[src/rtl/mmt_pkg.sv]
package mmt_pkg;
    localparam int BYTE_W = 8;
    localparam int CNT_W  = 2 * BYTE_W;
    localparam int ADDR_W = 3;

    typedef enum logic [2:0] {
        ST_HALT,
        ST_CAPT,
        ST_RELD,
        ST_UPDN,
        ST_BAUD,
        ST_CLKO
    } mmt_state_e;

    localparam logic [ADDR_W-1:0] A_CTRL = 3'd0;
    localparam logic [ADDR_W-1:0] A_MODE = 3'd1;
    localparam logic [ADDR_W-1:0] A_CNTL = 3'd2;
    localparam logic [ADDR_W-1:0] A_CNTH = 3'd3;
    localparam logic [ADDR_W-1:0] A_RLDL = 3'd4;
    localparam logic [ADDR_W-1:0] A_RLDH = 3'd5;

    localparam int B_TF   = 7;
    localparam int B_EXF  = 6;
    localparam int B_RSEL = 5;
    localparam int B_TSEL = 4;
    localparam int B_EXEN = 3;
    localparam int B_RUN  = 2;
    localparam int B_CT   = 1;
    localparam int B_CAP  = 0;
endpackage

[src/rtl/mmt_pin_sampler.sv]
module mmt_pin_sampler #(
    parameter int N = 2
) (
    input  logic         clk,
    input  logic         rst_n,
    input  logic         smp_en,
    input  logic [N-1:0] pin_i,
    output logic [N-1:0] lvl_o,
    output logic [N-1:0] fall_o
);
    for (genvar g = 0; g < N; g++) begin : g_pin
        always_ff @(posedge clk or negedge rst_n) begin
            if (!rst_n) begin
                lvl_o[g]  <= 1'b0;
                fall_o[g] <= 1'b0;
            end else begin
                fall_o[g] <= smp_en & lvl_o[g] & ~pin_i[g];
                if (smp_en) lvl_o[g] <= pin_i[g];
            end
        end
    end
endmodule

[src/rtl/mmt_mode_fsm.sv]
module mmt_mode_fsm
    import mmt_pkg::*;
(
    input  logic       clk,
    input  logic       rst_n,
    input  logic       run,
    input  logic       rsel,
    input  logic       tsel,
    input  logic       cap_sel,
    input  logic       ext_cnt,
    input  logic       co_en,
    input  logic       dn_en,
    output mmt_state_e state_o,
    output logic       fast_o,
    output logic       flag_o,
    output logic       ext_ok_o
);
    mmt_state_e state_q, state_d;

    always_comb begin
        if (!run)                   state_d = ST_HALT;
        else if (rsel || tsel)      state_d = ST_BAUD;
        else if (co_en && !ext_cnt) state_d = ST_CLKO;
        else if (cap_sel)           state_d = ST_CAPT;
        else if (dn_en)             state_d = ST_UPDN;
        else                        state_d = ST_RELD;
    end

    always_ff @(posedge clk or negedge rst_n) begin
        if (!rst_n) state_q <= ST_HALT;
        else        state_q <= state_d;
    end

    always_comb begin
        fast_o   = 1'b0;
        flag_o   = 1'b0;
        ext_ok_o = 1'b0;
        unique case (state_q)
            ST_HALT: ;
            ST_CAPT: begin flag_o = 1'b1; ext_ok_o = 1'b1; end
            ST_RELD: begin flag_o = 1'b1; ext_ok_o = 1'b1; end
            ST_UPDN: flag_o = 1'b1;
            ST_BAUD: begin fast_o = 1'b1; ext_ok_o = 1'b1; end
            ST_CLKO: begin fast_o = 1'b1; ext_ok_o = 1'b1; end
            default: ;
        endcase
    end

    assign state_o = state_q;

    AST_BAUD_PRIORITY: assert property (@(posedge clk) disable iff (!rst_n)
        (run && (rsel || tsel)) |=> (state_q == ST_BAUD));
endmodule

[src/rtl/mmt_core.sv]
module mmt_core
    import mmt_pkg::*;
(
    input  logic              clk,
    input  logic              rst_n,
    input  logic              mc_en,
    input  logic              st_en,
    input  logic              bus_wr,
    input  logic [ADDR_W-1:0] bus_addr,
    input  logic [BYTE_W-1:0] bus_wdata,
    input  logic              cnt_fall,
    input  logic              trig_fall,
    input  logic              trig_lvl,
    input  mmt_state_e        state_i,
    input  logic              fast_i,
    input  logic              flag_i,
    input  logic              ext_ok_i,
    output logic [BYTE_W-1:0] ctrl_o,
    output logic [1:0]        mode_o,
    output logic [CNT_W-1:0]  cnt_o,
    output logic [CNT_W-1:0]  rld_o,
    output logic              clk_out_o,
    output logic              tx_ovf_o,
    output logic              rx_ovf_o,
    output logic              irq_o
);
    logic tf, exf, rsel, tsel, exen, run, ct, cap;
    logic co_en, dn_en;
    logic [CNT_W-1:0] cnt, rld, cnt_nx;
    logic co, tx_q, rx_q;
    logic tick, roll, cnt_max, at_rld, ext_evt;
    logic wr_ctrl, wr_mode, wr_cntl, wr_cnth, wr_rldl, wr_rldh;

    assign wr_ctrl = bus_wr && (bus_addr == A_CTRL);
    assign wr_mode = bus_wr && (bus_addr == A_MODE);
    assign wr_cntl = bus_wr && (bus_addr == A_CNTL);
    assign wr_cnth = bus_wr && (bus_addr == A_CNTH);
    assign wr_rldl = bus_wr && (bus_addr == A_RLDL);
    assign wr_rldh = bus_wr && (bus_addr == A_RLDH);

    assign tick    = ct ? cnt_fall : (fast_i ? st_en : mc_en);
    assign cnt_max = &cnt;
    assign at_rld  = (cnt == rld);
    assign ext_evt = exen && trig_fall && ext_ok_i;

    always_comb begin
        roll   = 1'b0;
        cnt_nx = cnt;
        unique case (state_i)
            ST_HALT: ;
            ST_CAPT: if (tick) begin
                roll   = cnt_max;
                cnt_nx = cnt + 1'b1;
            end
            ST_UPDN: if (tick) begin
                if (trig_lvl) begin
                    roll   = cnt_max;
                    cnt_nx = cnt_max ? rld : cnt + 1'b1;
                end else begin
                    roll   = at_rld;
                    cnt_nx = at_rld ? '1 : cnt - 1'b1;
                end
            end
            default: if (tick) begin
                roll   = cnt_max;
                cnt_nx = cnt_max ? rld : cnt + 1'b1;
            end
        endcase
        if (ext_evt && state_i == ST_RELD) cnt_nx = rld;
    end

    always_ff @(posedge clk or negedge rst_n) begin
        if (!rst_n) begin
            {tf, exf, rsel, tsel, exen, run, ct, cap} <= '0;
            co_en <= 1'b0;
            dn_en <= 1'b0;
            cnt   <= '0;
            rld   <= '0;
            co    <= 1'b0;
            tx_q  <= 1'b0;
            rx_q  <= 1'b0;
        end else begin
            if (wr_ctrl) {tf, exf, rsel, tsel, exen, run, ct, cap} <= bus_wdata;
            if (roll && flag_i) tf <= 1'b1;
            if (ext_evt) exf <= 1'b1;
            if (roll && state_i == ST_UPDN) exf <= ~exf;
            if (wr_mode) {co_en, dn_en} <= bus_wdata[1:0];

            cnt <= cnt_nx;
            if (wr_cntl) cnt[BYTE_W-1:0]     <= bus_wdata;
            if (wr_cnth) cnt[CNT_W-1:BYTE_W] <= bus_wdata;

            if (ext_evt && state_i == ST_CAPT) rld <= cnt;
            if (wr_rldl) rld[BYTE_W-1:0]     <= bus_wdata;
            if (wr_rldh) rld[CNT_W-1:BYTE_W] <= bus_wdata;

            if (roll && fast_i && co_en && !ct) co <= ~co;
            tx_q <= roll && (state_i == ST_BAUD) && tsel;
            rx_q <= roll && (state_i == ST_BAUD) && rsel;
        end
    end

    assign ctrl_o    = {tf, exf, rsel, tsel, exen, run, ct, cap};
    assign mode_o    = {co_en, dn_en};
    assign cnt_o     = cnt;
    assign rld_o     = rld;
    assign clk_out_o = co;
    assign tx_ovf_o  = tx_q;
    assign rx_ovf_o  = rx_q;
    assign irq_o     = tf | (exf & ~dn_en);

    AST_RELD_NEEDS_TICK: assert property (@(posedge clk) disable iff (!rst_n)
        (state_i == ST_RELD && !ct && !mc_en && !ext_evt && !wr_cntl && !wr_cnth)
        |=> $stable(cnt));
    AST_NO_ROLL_FLAG: assert property (@(posedge clk) disable iff (!rst_n)
        ((state_i == ST_BAUD || state_i == ST_CLKO) && !wr_ctrl) |=> !$rose(tf));
    AST_FLAG_SW_CLEAR: assert property (@(posedge clk) disable iff (!rst_n)
        $fell(tf) |-> $past(wr_ctrl));
    AST_CLKOUT_ON_ROLL: assert property (@(posedge clk) disable iff (!rst_n)
        !roll |=> $stable(co));
endmodule

[src/rtl/mm_timer16.sv]
module mm_timer16
    import mmt_pkg::*;
(
    input  logic              clk,
    input  logic              rst_n,
    input  logic              mc_en,
    input  logic              st_en,
    input  logic              cnt_pin,
    input  logic              trig_pin,
    input  logic              bus_wr,
    input  logic [ADDR_W-1:0] bus_addr,
    input  logic [BYTE_W-1:0] bus_wdata,
    output logic [BYTE_W-1:0] bus_rdata,
    output logic              tx_ovf,
    output logic              rx_ovf,
    output logic              irq,
    output logic              clk_out
);
    localparam int NPIN = 2;
    localparam int P_CNT = 0;
    localparam int P_TRG = 1;

    logic [NPIN-1:0] pin_lvl, pin_fall;
    logic            cnt_lvl_unused;
    mmt_state_e      state;
    logic            fast, flag_ok, ext_ok;
    logic [BYTE_W-1:0] ctrl;
    logic [1:0]        mode;
    logic [CNT_W-1:0]  cnt, rld;

    assign cnt_lvl_unused = pin_lvl[P_CNT];

    mmt_pin_sampler #(.N(NPIN)) u_smp (
        .clk    (clk),
        .rst_n  (rst_n),
        .smp_en (mc_en),
        .pin_i  ({trig_pin, cnt_pin}),
        .lvl_o  (pin_lvl),
        .fall_o (pin_fall)
    );

    mmt_mode_fsm u_fsm (
        .clk      (clk),
        .rst_n    (rst_n),
        .run      (ctrl[B_RUN]),
        .rsel     (ctrl[B_RSEL]),
        .tsel     (ctrl[B_TSEL]),
        .cap_sel  (ctrl[B_CAP]),
        .ext_cnt  (ctrl[B_CT]),
        .co_en    (mode[1]),
        .dn_en    (mode[0]),
        .state_o  (state),
        .fast_o   (fast),
        .flag_o   (flag_ok),
        .ext_ok_o (ext_ok)
    );

    mmt_core u_core (
        .clk       (clk),
        .rst_n     (rst_n),
        .mc_en     (mc_en),
        .st_en     (st_en),
        .bus_wr    (bus_wr),
        .bus_addr  (bus_addr),
        .bus_wdata (bus_wdata),
        .cnt_fall  (pin_fall[P_CNT]),
        .trig_fall (pin_fall[P_TRG]),
        .trig_lvl  (pin_lvl[P_TRG]),
        .state_i   (state),
        .fast_i    (fast),
        .flag_i    (flag_ok),
        .ext_ok_i  (ext_ok),
        .ctrl_o    (ctrl),
        .mode_o    (mode),
        .cnt_o     (cnt),
        .rld_o     (rld),
        .clk_out_o (clk_out),
        .tx_ovf_o  (tx_ovf),
        .rx_ovf_o  (rx_ovf),
        .irq_o     (irq)
    );

    always_comb begin
        unique case (bus_addr)
            A_CTRL:  bus_rdata = ctrl;
            A_MODE:  bus_rdata = {{(BYTE_W-2){1'b0}}, mode};
            A_CNTL:  bus_rdata = cnt[BYTE_W-1:0];
            A_CNTH:  bus_rdata = cnt[CNT_W-1:BYTE_W];
            A_RLDL:  bus_rdata = rld[BYTE_W-1:0];
            A_RLDH:  bus_rdata = rld[CNT_W-1:BYTE_W];
            default: bus_rdata = '0;
        endcase
    end
endmodule

[config.mk]
export PLATFORM = sky130hd
export DESIGN_NAME = mm_timer16
export DESIGN_NICKNAME = d
export VERILOG_FILES = /design/src/rtl/mmt_pkg.sv /design/src/rtl/mmt_pin_sampler.sv /design/src/rtl/mmt_mode_fsm.sv /design/src/rtl/mmt_core.sv /design/src/rtl/mm_timer16.sv
export SDC_FILE = /design/constraint.sdc
export NUM_CORES = 1
export LEC_CHECK = 0
export BUFFER_PORTS_ARGS = -buffer_cell sky130_fd_sc_hd__buf_2
export CORE_UTILIZATION = 25
export CTS_CLUSTER_SIZE = 30
export DETAILED_ROUTE_END_ITERATION = 6
export PLACE_DENSITY = 0.42
export RECOVER_POWER = 25
export SYNTH_ARGS = -nofsm -noshare
export SYNTH_HDL_FRONTEND = slang
export SYNTH_HIERARCHICAL = 1
export SYNTH_SLANG_ARGS = --single-unit
[constraint.sdc]
create_clock -name clk -period 4.5 [get_ports clk]
set_input_delay 0.675 -clock clk [delete_from_list [all_inputs] [get_ports clk]]
set_output_delay 0.675 -clock clk [all_outputs]
set_load 0.005 [all_outputs]
==> key figures <==
Run status
  – Outcome: finished, final reports clean

CTS
  – Clk slew on worst S/H paths: 0.08 ns
  – CTS HTree Levels: 2
  – Post-CTS repair timing setup buffer count: 0
  – CTS tree: yes
  – CTS Sinks: 52
  – Clock latency reported for the late side of the worst-skew pair: 0.31 ns
  – Number of resized instances in the post-cts repair step: 0
  – Number of buffers on the longest clock path: 2
  – Cell chosen for the clock root: sky130_fd_sc_hd__clkbuf_16
  – Post-CTS Hold Buffers: 0
  – Total clock buffers created by CTS: 5

Yosys
  – Total nets after synthesis: ~530
  – Main flop type after synthesis: sky130_fd_sc_hd__dfrtp_1
  – Ys async rst share: 100%
  – Number of flops mapped to enable cells by yosys: 0
  – Mapped Area: 4370 µm²
  – Count of cell types in the netlist: 70
  – Cell count after synthesis: 507
  – Synthesized area divided by synthesized cell count: 8.62 µm²
  – Sequential fraction of the synthesis area: slightly below 30%
  – Synth Register Bits: 52
  – Synth warn: 6

Critical path
  – Standard cell with the maximum stage delay on the critical path: sky130_fd_sc_hd__dfrtp_1
  – Worst-path cell chain: xor2_1, nor4_2, nand4_2, and2_1, a221oi_1, a2bb2oi_1
  – Crit Path Class: reg2reg
  – Crit path DAT: 3.05 ns
  – Worst-path maximum fanout: 19
  – CP endpoint kind: flip-flop
  – CP startpoint kind: flip-flop
  – CP max stage delay: 0.72 ns
  – Required time worst endpoint: 4.74 ns
  – Number of cells traversed by the worst register-to-register path: 6

Flow run
  – Max-cap violation count: 0

Floorplanning
  – Total I/O pin count: 30
  – Height of the die: 134 µm
  – Die Outline Area: 18000 µm²
  – Area inside the core boundary: 16800 µm²
  – Number of cell rows: 47
  – Die width: 134 µm
  – Starting Density: 26.0%

STA
  – Achievable clock frequency: roughly 0.36 GHz
  – Worst path setup slack after routing: 1.68 ns
  – Final critical path time including I/O delays and setup: 2.82 ns
  – Final setup violation count: 0
  – Smallest hold slack: 0.466 ns
  – Unrepaired setup endpoints after global routing: no
  – Share of the clock period used by the worst path: 62.6%
  – Actual transition at the worst max-transition pin: 0.835 ns
  – Final count of pins violating max slew: 0
  – Hold violation count in the final report: 0
  – Worst slew margin relative to its limit: 44.1%
  – Skew final: 0.00865 ns
  – Setup TNS after final layout: 0 ns

Finish
  – Total non-filler cell area in the finished layout: 4730 µm²
  – Count of inserted antenna diode cells: 0
  – Fraction of layout instances using a drive strength above 1: 17.0%
  – Final-stage net count: 524
  – Filler Cell Count: between 1500 and 2000
  – Post-synthesis to final-layout area growth: 8.13%
  – Post-route insts no fill: 725

Power
  – Int Pwr: 1.22 mW
  – Proportion of power drawn by the clock network: 18.6%
  – Part of the power in registers: approximately two fifths
  – Worst IR Drop VDD: between 0.15 and 0.2 mV
  – Standby leakage power: approximately 1.9 nW
  – Combinational cell fraction of total power: 40.6%
  – Switching power: 1.06 mW
  – Pwr/cell area: 483 nW/µm²
  – Fraction of power spent switching nets: 46.6%

Routing
  – Antenna Violating Nets Remaining: 0
  – Number of vias in the routed layout: 4110
  – Detailed Route WL: 15900 µm
  – Count of TritonRoute iterations in the first routing pass: 7
  – Ratio of routed vias to standard cells: 5.67
  – Routed wire per std cell: 21.9 µm
  – Count of routing violations after the opening detailed-route iteration: between 500 and 600
  – Number of remaining DRC errors: 0

Place
  – Dpl hpwl: 11200 µm
  – Number of cells after detailed placement: 717
  – Final estimated routing congestion in global placement: 0.848
  – Count of buffers inserted at the top-level ports: 29
  – Post-placement worst setup slack: ~1.6 ns
  – Placed cell areas: 4580 µm²

Global routing
  – Total congestion overflow: 0
  – GR Util All Layers: 18.0%
  – Pin count of the biggest net entering global routing: 53
  – Vias in the first global route: 3872
  – Initial antenna violation count: 0
  – Wire length of the first global-routing pass: 24300 µm

Min path
  – Type of the worst min-delay path: reg2reg
  – Worst hold path stage count: 1
-- through the flow --
| step | utilization (%) | power, mW |
|---|---|---|
| floorplan | - | 1.55 |
| global placement | 27.2 | 1.84 |
| detailed placement | 27.2 | 1.83 |
| CTS | 28.1 | 2.27 |
| global route | 28.1 | 2.42 |
| finish | 28.1 | 2.28 |
-- cell usage in the layout, fill, tap and decap left out, drive strengths merged, types with 4 or more instances in the layout --
cell type   n
nor2       53
dfrtp      52
a21oi      41
buf        35
nand2      33
xor2       31
mux2i      22
mux2       21
o21ai      17
nand3      16
nor3       16
nand2b     12
nand4      12
a31oi      10
xnor2      10
and3        9
a221oi      8
nor2b       8
o221ai      7
inv         7
a211oi      6
clkbuf      6
nor4        6
or3         5
a2111oi     5
a22oi       4
and2        4
o221a       4
-- sequential cells by signal (all words and copies together) (netlist names), 2 cells and up --
name and flops:
u_core/cnt_o 16, u_core/rld_o 16, u_fsm/state_o 3, u_smp/fall_o 2
u_smp/lvl_o 2
-- critical path, delay by kind of cell (launching register included) --
family	cells	cell delay [ns]
XOR/XNOR	1	0.17
flip-flops	1	0.72
AND/OR/NAND/NOR	3	1.31
AO/OA/AOI/OAI	2	0.52
-- Yosys cell counts, types with 5 or more instances --
master                      number  share of area, %
sky130_fd_sc_hd__a211oi_1        6               1.0
sky130_fd_sc_hd__inv_1           6              0.52
sky130_fd_sc_hd__nand3_1        16               1.8
sky130_fd_sc_hd__a221oi_1        8               1.6
sky130_fd_sc_hd__o21ai_1         5              0.57
sky130_fd_sc_hd__a2111oi_0       5               1.0
sky130_fd_sc_hd__mux2i_1        22               5.0
sky130_fd_sc_hd__o21ai_0        12               1.4
sky130_fd_sc_hd__buf_2          10               1.1
sky130_fd_sc_hd__clkbuf_1       15               1.3
sky130_fd_sc_hd__buf_6           6               1.5
sky130_fd_sc_hd__nor2_1         53               4.6
sky130_fd_sc_hd__nand2b_1       12               1.7
sky130_fd_sc_hd__buf_4          11               1.9
sky130_fd_sc_hd__a21oi_1        41               4.7
sky130_fd_sc_hd__xnor2_1        10               2.0
sky130_fd_sc_hd__or3_1           5              0.72
sky130_fd_sc_hd__nand2_1        33               2.8
sky130_fd_sc_hd__dfrtp_1        52                30
sky130_fd_sc_hd__nand4_1        10               1.4
sky130_fd_sc_hd__o221ai_1        7               1.4
sky130_fd_sc_hd__nor3_1         15               1.7
sky130_fd_sc_hd__and3_1          9               1.3
sky130_fd_sc_hd__nor2b_1         7               1.0
sky130_fd_sc_hd__xor2_1         31               6.2
sky130_fd_sc_hd__mux2_2         18               4.6
sky130_fd_sc_hd__a31oi_1        10               1.4
-- power by group through the flow --
stage                     clock network, mW  logic (mW)  registers (mW)
after global placement                    0       0.909           0.931
after detailed placement                  0       0.903           0.932
final                                 0.424       0.927           0.932
after CTS                             0.441       0.910           0.920
after floorplan                           0       0.850           0.697
after global routing                  0.454        1.01           0.954
-- layer usage --
| layer | share of wire [%] | global-route usage, % | vias up |
|---|---|---|---|
| met5 | 0 | 0 | - |
| met2 | 44 | 26.9 | 191 |
| met3 | 8.1 | 3.51 | 38 |
| li1 | - | - | 1855 |
| met4 | 3.3 | 6.99 | 0 |
| met1 | 45 | 25.5 | 2026 |
-- worst paths after layout --
path / slack (ns) / from / end
worst max-delay path: 1.68 / u_core/cnt_o[2] / u_core/cnt_o[1]
worst min-delay path: 0.47 / u_core/clk_out_o / u_core/clk_out_o
worst max register to register: 1.68 / u_core/cnt_o[2] / u_core/cnt_o[1]
worst min register to register: 0.47 / u_core/clk_out_o / u_core/clk_out_o
max in group asynchronous: 3.48 / rst_n / u_core/rld_o[10]
min in group asynchronous: 0.51 / rst_n / u_core/cnt_o[4]
-- cells by family after synthesis --
group / share of synthesized area, %
AO/OA/AOI/OAI: 19.3
XOR/XNOR: 8.21
adder cells (fa/ha/maj): 0.572
buffers and inverters: 6.78
flip-flops: 29.8
multiplexers: 11.1
AND/OR/NAND/NOR: 24.2
-- area by class of cell --
class / instances / area [µm²] / share of cell area (%)
Clock inverter: 3 / 27.5 / 0.582
Sequential cell: 52 / 1300 / 27.5
Inverter: 6 / 22.5 / 0.476
Timing Repair Buffer: 36 / 196 / 4.16
Tap cell: 220 / 275 / 5.82
Multi-Input combinational cell: 403 / 2780 / 58.8
Clock buffer: 5 / 125 / 2.65
Power figures use the tool's default switching activity.
